[src/rtl/cl_pkg.sv]
package cl_pkg;
  // Linear fold-back between knee and shutdown temperature, integer mA.
  function automatic int fold_limit(input int t, input int knee_c, input int stop_c,
                                    input int nom_ma, input int floor_ma);
    if (t <= knee_c) return nom_ma;
    if (t >= stop_c) return floor_ma;
    return nom_ma - ((t - knee_c) * (nom_ma - floor_ma)) / (stop_c - knee_c);
  endfunction

  function automatic int ns_to_cyc(input longint clk_hz, input longint ns);
    return int'((clk_hz * ns) / 64'd1_000_000_000);
  endfunction
endpackage

[src/rtl/cl_temp_guard.sv]
module cl_temp_guard #(
  parameter int TEMP_W   = 8,
  parameter int CUR_W    = 14,
  parameter int KNEE_C   = 160,
  parameter int STOP_C   = 175,
  parameter int HYS_C    = 10,
  parameter int NOM_MA   = 6500,
  parameter int FLOOR_MA = 2500
) (
  input  logic              clk_i,
  input  logic              rst_ni,
  input  logic [TEMP_W-1:0] temp_i,
  output logic [CUR_W-1:0]  thr_o,
  output logic              ot_hit_o,
  output logic              ot_o
);
  localparam int CLR_C = STOP_C - HYS_C;

  int t_c;
  int lim_ma;

  always_comb begin
    t_c      = int'(temp_i);
    lim_ma   = cl_pkg::fold_limit(t_c, KNEE_C, STOP_C, NOM_MA, FLOOR_MA);
    thr_o    = CUR_W'(lim_ma);
    ot_hit_o = (t_c >= STOP_C);
  end

  always_ff @(posedge clk_i or negedge rst_ni) begin
    if (!rst_ni)          ot_o <= 1'b0;
    else if (ot_hit_o)    ot_o <= 1'b1;
    else if (t_c <= CLR_C) ot_o <= 1'b0;
  end

  always_comb begin
    if (rst_ni) begin
      p_thr_span_r3: assert (int'(thr_o) >= FLOOR_MA && int'(thr_o) <= NOM_MA);
    end
  end

  p_ot_set_r6: assert property (@(posedge clk_i) disable iff (!rst_ni)
    ot_hit_o |=> ot_o);

  p_ot_hold_r7: assert property (@(posedge clk_i) disable iff (!rst_ni)
    (ot_o && int'(temp_i) > CLR_C) |=> ot_o);
endmodule

[src/rtl/cl_off_timer.sv]
module cl_off_timer #(
  parameter int CYC = 2000
) (
  input  logic clk_i,
  input  logic rst_ni,
  input  logic start_i,
  output logic active_o
);
  localparam int CW = $clog2(CYC + 1);

  logic [CW-1:0] cnt_q;

  assign active_o = (cnt_q != '0);

  always_ff @(posedge clk_i or negedge rst_ni) begin
    if (!rst_ni)           cnt_q <= '0;
    else if (active_o)     cnt_q <= cnt_q - CW'(1);
    else if (start_i)      cnt_q <= CW'(CYC);
  end

  // A request on the last active cycle must not extend the window.
  p_no_extend_r5: assert property (@(posedge clk_i) disable iff (!rst_ni)
    (start_i && cnt_q == CW'(1)) |=> !active_o);

  p_start_r4: assert property (@(posedge clk_i) disable iff (!rst_ni)
    (start_i && !active_o) |=> active_o);
endmodule

[src/rtl/cl_short_guard.sv]
module cl_short_guard #(
  parameter int CUR_W     = 14,
  parameter int HS_MA     = 11000,
  parameter int LS_MA     = 8000,
  parameter int BLANK_CYC = 1650
) (
  input  logic             clk_i,
  input  logic             rst_ni,
  input  logic [CUR_W-1:0] cur_i,
  input  logic             hs_sel_i,
  input  logic             edge_i,
  output logic             short_o
);
  localparam int BW = $clog2(BLANK_CYC + 1);

  logic [BW-1:0] blank_q;
  logic          blanked;
  logic          over;
  logic          qual;
  logic          qual_q;

  assign blanked = edge_i || (blank_q != '0);
  assign over    = hs_sel_i ? (cur_i >= CUR_W'(HS_MA)) : (cur_i >= CUR_W'(LS_MA));
  assign qual    = over && !blanked;

  // Window counts the strobe cycle plus BLANK_CYC-1 following cycles.
  always_ff @(posedge clk_i or negedge rst_ni) begin
    if (!rst_ni)            blank_q <= '0;
    else if (edge_i)        blank_q <= BW'(BLANK_CYC - 1);
    else if (blank_q != '0) blank_q <= blank_q - BW'(1);
  end

  always_ff @(posedge clk_i or negedge rst_ni) begin
    if (!rst_ni) begin
      qual_q  <= 1'b0;
      short_o <= 1'b0;
    end else begin
      qual_q  <= qual;
      short_o <= qual && !qual_q;
    end
  end

  p_blank_mask_r9: assert property (@(posedge clk_i) disable iff (!rst_ni)
    edge_i |=> !short_o);

  p_single_pulse_r8: assert property (@(posedge clk_i) disable iff (!rst_ni)
    short_o |=> !short_o);
endmodule

[src/rtl/cur_limiter.sv]
module cur_limiter #(
  parameter longint CLK_HZ   = 100_000_000,
  parameter int     OFF_NS   = 20000,
  parameter int     BLANK_NS = 16500,
  parameter int     CUR_W    = 14,
  parameter int     TEMP_W   = 8,
  parameter int     KNEE_C   = 160,
  parameter int     STOP_C   = 175,
  parameter int     HYS_C    = 10,
  parameter int     NOM_MA   = 6500,
  parameter int     FLOOR_MA = 2500,
  parameter int     HS_MA    = 11000,
  parameter int     LS_MA    = 8000
) (
  input  logic              clk_i,
  input  logic              rst_ni,
  input  logic [CUR_W-1:0]  cur_ma_i,
  input  logic              hs_sel_i,
  input  logic [TEMP_W-1:0] temp_c_i,
  input  logic              edge_i,
  output logic              force_off_o,
  output logic              short_o,
  output logic              ot_fault_o
);
  localparam int OFF_CYC   = cl_pkg::ns_to_cyc(CLK_HZ, longint'(OFF_NS));
  localparam int BLANK_CYC = cl_pkg::ns_to_cyc(CLK_HZ, longint'(BLANK_NS));

  logic [CUR_W-1:0] thr;
  logic             ot_hit;
  logic             lim_hit;

  cl_temp_guard #(
    .TEMP_W(TEMP_W), .CUR_W(CUR_W), .KNEE_C(KNEE_C), .STOP_C(STOP_C),
    .HYS_C(HYS_C), .NOM_MA(NOM_MA), .FLOOR_MA(FLOOR_MA)
  ) u_temp (
    .clk_i   (clk_i),
    .rst_ni  (rst_ni),
    .temp_i  (temp_c_i),
    .thr_o   (thr),
    .ot_hit_o(ot_hit),
    .ot_o    (ot_fault_o)
  );

  assign lim_hit = (cur_ma_i >= thr) && !ot_hit && !ot_fault_o;

  cl_off_timer #(.CYC(OFF_CYC)) u_off (
    .clk_i   (clk_i),
    .rst_ni  (rst_ni),
    .start_i (lim_hit),
    .active_o(force_off_o)
  );

  cl_short_guard #(
    .CUR_W(CUR_W), .HS_MA(HS_MA), .LS_MA(LS_MA), .BLANK_CYC(BLANK_CYC)
  ) u_short (
    .clk_i   (clk_i),
    .rst_ni  (rst_ni),
    .cur_i   (cur_ma_i),
    .hs_sel_i(hs_sel_i),
    .edge_i  (edge_i),
    .short_o (short_o)
  );

  p_limit_start_r2: assert property (@(posedge clk_i) disable iff (!rst_ni)
    (lim_hit && !force_off_o) |=> force_off_o);

  p_ot_no_limit_r6: assert property (@(posedge clk_i) disable iff (!rst_ni)
    (ot_hit || ot_fault_o) |=> !$rose(force_off_o));
endmodule

[config.mk]
export PLATFORM = sky130hd
export DESIGN_NAME = cur_limiter
export DESIGN_NICKNAME = d
export VERILOG_FILES = /design/src/rtl/cl_pkg.sv /design/src/rtl/cl_temp_guard.sv /design/src/rtl/cl_off_timer.sv /design/src/rtl/cl_short_guard.sv /design/src/rtl/cur_limiter.sv
export SDC_FILE = /design/constraint.sdc
export NUM_CORES = 1
export LEC_CHECK = 0
export BUFFER_PORTS_ARGS = -buffer_cell sky130_fd_sc_hd__clkbuf_2
export CAP_MARGIN = 20
export CELL_PAD_IN_SITES_DETAIL_PLACEMENT = 0
export CELL_PAD_IN_SITES_GLOBAL_PLACEMENT = 1
export CORE_MARGIN = 4
export CORE_UTILIZATION = 49
export CTS_CLUSTER_DIAMETER = 200
export DETAILED_ROUTE_END_ITERATION = 16
export PLACE_DENSITY_LB_ADDON = 0.05
export SYNTH_ARGS = -nofsm -noshare
export SYNTH_HDL_FRONTEND = slang
export SYNTH_SLANG_ARGS = --single-unit
[constraint.sdc]
create_clock -name clk_i -period 2.95 [get_ports clk_i]
set_clock_uncertainty 0.1 [all_clocks]
set_input_delay 0.1475 -clock clk_i [delete_from_list [all_inputs] [get_ports clk_i]]
set_output_delay 0.1475 -clock clk_i [all_outputs]
set_load 0.005 [all_outputs]
==> impl_metrics.json <==
{
  "outcome": "finished, violations left",
  "violations": "setup timing",
  "fin_ws_ps": -13790,
  "rows": 48,
  "clock.fmax_mhz": 59.74,
  "syn_area_per_cell_um2": 7.713,
  "grt_pass1_vias": 10950,
  "yosysSeqAreaShare": 0.07184,
  "die_h_um": 141.3,
  "min_period_ps": 16740,
  "synth-edff-count": 0,
  "worstMarginPinSlew_ps": 703.0,
  "grt_pass1_wl_mm": 50.65,
  "synth.distinct_cells": 121,
  "gp_congestion": 0.9939,
  "avgRoutedWirePerCell_um": 16.74,
  "start_util": 0.5017,
  "h-tree-depth": 1,
  "clk-insertion-delay-late_ps": 260,
  "worstPathRequired_ps": 2990,
  "ant_nets": 0,
  "pin_count": 29,
  "drt-initial-drc-count": 652,
  "cts_tree": "yes",
  "ys.flop_type": "dfrtp_1",
  "rsz0062_at_grt": "true",
  "fp.coreArea_um2": 17360,
  "hp-class": "in2reg",
  "netlist_area_um2": 8708,
  "clk_pin_slew_ps": 60,
  "clock_path_buffers": 2,
  "antenna_found_initial": 0,
  "start_kind": "input port",
  "numCtsBuffers": 3,
  "grt_max_degree": 26,
  "firstDrtPassIters": 5,
  "port_buffers": 28,
  "syn_nets": 1252,
  "cts_num_sinks": 25,
  "antenna_cells": 0,
  "via_per_inst": 5.961,
  "drt_wl_total_mm": 30.72,
  "cts_root_buf": "clkbuf_16",
  "synth_cells": 1129,
  "drc": 0,
  "setup_viol": 8,
  "critical_path_peak_fanout": 6,
  "preCtsSetupSlack_ps": -14380,
  "arrival_ps": 16780,
  "crit_type": "in2reg",
  "final_layout_size_suffix_gt1_frac": 0.4714,
  "yosys_warnings": 0,
  "die_area_um2": 19970,
  "synth-seq-cells": 25,
  "grt_usage": 0.2947,
  "nets": 1734,
  "ys_top_cells_by_area": "ha_1 9.8%, dfrtp_1 7.2%, fa_1 6.7%",
  "cap_viol_max_count": 0,
  "grt_overflow_total": 0,
  "fin_crit_sh": 5.674,
  "max_stage_delay_ps": 520,
  "synth_top_area_share": 0.09770,
  "slew_viol_final": 0,
  "slowest_stage": "fa_1",
  "synthArstFlopShare": 1.000,
  "yosys.area.top_type": "ha_1",
  "vias": 10940,
  "slew_headroom": 0.5192,
  "area_delta_synth_final_pct": 61.02,
  "hpwl_mm": 24.03,
  "die_x_um": 141.3,
  "crit_path_end_kind": "flop",
  "finalHoldViolations": 0
}
## cells in the final DEF (no fill, tap or decap), drive strengths merged, types with 8 or more instances in the layout
| cell type | count |
|---|---|
| nor3 | 42 |
| o21ai | 62 |
| xnor2 | 55 |
| and2 | 17 |
| o41ai | 8 |
| a21boi | 9 |
| nor4 | 15 |
| inv | 95 |
| o21a | 11 |
| mux2i | 13 |
| or2 | 11 |
| nor2b | 9 |
| a211oi | 16 |
| a211o | 13 |
| dfrtp | 25 |
| clkbuf | 31 |
| a31oi | 16 |
| or3 | 19 |
| buf | 477 |
| and3 | 20 |
| nor2 | 86 |
| a21o | 21 |
| o211ai | 20 |
| o2111ai | 9 |
| a2111oi | 10 |
| fa | 29 |
| nand3 | 44 |
| ha | 68 |
| xor2 | 25 |
| a311oi | 10 |
| or4 | 8 |
| nand2 | 85 |
| nand4 | 15 |
| nand2b | 11 |
| a311o | 8 |
| o31ai | 14 |
| a21oi | 74 |
## state kept, by name, summed over array words and instances (netlist names)
name / count
u_off.cnt_q: 11
u_short.blank_q: 11
u_short.short_o: 1
u_temp.ot_o: 1
u_short.qual_q: 1
## cell usage after synthesis (19+ instances only)
cell type,n
nand2_1,82
nor2_1,86
o21ai_1,19
xor2_1,23
a21oi_1,64
inv_1,96
o211ai_1,19
fa_1,29
and3_1,20
dfrtp_1,25
ha_1,68
xnor2_1,52
nor3_1,37
o21ai_0,39
nand3_1,43
## repair_timing
item | in CTS | in global routing
endpoints found under the hold margin | 25 | 0
cloned | 0 | 0
pin swaps | 83 | 39
setup buffers | 27 | 27
resized for setup | 89 | 42
hold buffers | 1 | 0
endpoints found under the setup margin | 8 | 8
## cell type report
type                            count  area (um^2)
Clock inverter                      1        7.507
Timing Repair Buffer              506         3781
Inverter                           98        380.4
Sequential cell                    25        625.6
Fill cell                        1156         3334
Clock buffer                        3        75.07
Multi-Input combinational cell    977         8871
Tap cell                          225        281.5
## kinds of logic (layout without fill, tap and decap cells)
kind of cell | after synthesis | in the layout | synth area share
AO/OA/AOI/OAI | 376 | 376 | 0.3481
adder cells (fa/ha/maj) | 98 | 98 | 0.1655
buffers and inverters | 127 | 608 | 0.05905
other | 1 | 1 | 0.0004306
flip-flops | 25 | 25 | 0.07184
multiplexers | 19 | 19 | 0.02356
AND/OR/NAND/NOR | 402 | 402 | 0.2415
XOR/XNOR | 81 | 81 | 0.08994
## per-layer routing
metal | up-vias | global-route usage | wire [um]
met5 | - | 0 | 0
met4 | 0 | 0.08108 | 859
met3 | 90 | 0.03101 | 1397
met2 | 317 | 0.5563 | 16050
met1 | 5275 | 0.3524 | 12410
li1 | 5256 | - | -
## worst paths after layout
check                                        endpoint  slack [ps]  cells past startpoint                        from
setup / recovery           u_off.cnt_q[4]$_DFFE_PN0P_      -13790                     92                 temp_c_i[5]
hold / removal               u_short.qual_q$_DFF_PN0_          60                      3                cur_ma_i[11]
setup reg to reg           u_off.cnt_q[7]$_DFFE_PN0P_         220                      8  u_off.cnt_q[4]$_DFFE_PN0P_
hold reg to reg             u_short.short_o$_DFF_PN0_         310                      1    u_short.qual_q$_DFF_PN0_
max in group asynchronous  u_off.cnt_q[0]$_DFFE_PN0P_        2020                      2                      rst_ni
min in group asynchronous  u_off.cnt_q[7]$_DFFE_PN0P_         330                      2                      rst_ni
## critical path: cells and delay by family
kind | cells | cell delay [ps]
xor+xnor | 6 | 930
compound gates | 29 | 6090
simple gates | 27 | 3800
fa+ha+maj | 12 | 3630
mux | 2 | 480
buf+inv | 16 | 1650
## metrics by stage
| step | instance area [um^2] | instances | utilization | hold WS (ps) | setup TNS [ps] |
|---|---|---|---|---|---|
| 5_1_grt | 14020 | 1835 | 0.8079 | 75.25 | -115810 |
| 2_1_floorplan | 9412 | 1129 | - | -248.1 | -108020 |
| 6_report | 14020 | 1835 | 0.8079 | 62.51 | -109860 |
| 3_3_place_gp | 12820 | 1778 | 0.7388 | 76.01 | -110930 |
| 3_5_place_dp | 12820 | 1778 | 0.7388 | 86.63 | -113830 |
| 4_1_cts | 13610 | 1810 | 0.7839 | 58.24 | -106880 |
Power is not shown: default switching activity piles up to over one toggle a cycle in this logic, so the estimate is an artifact.
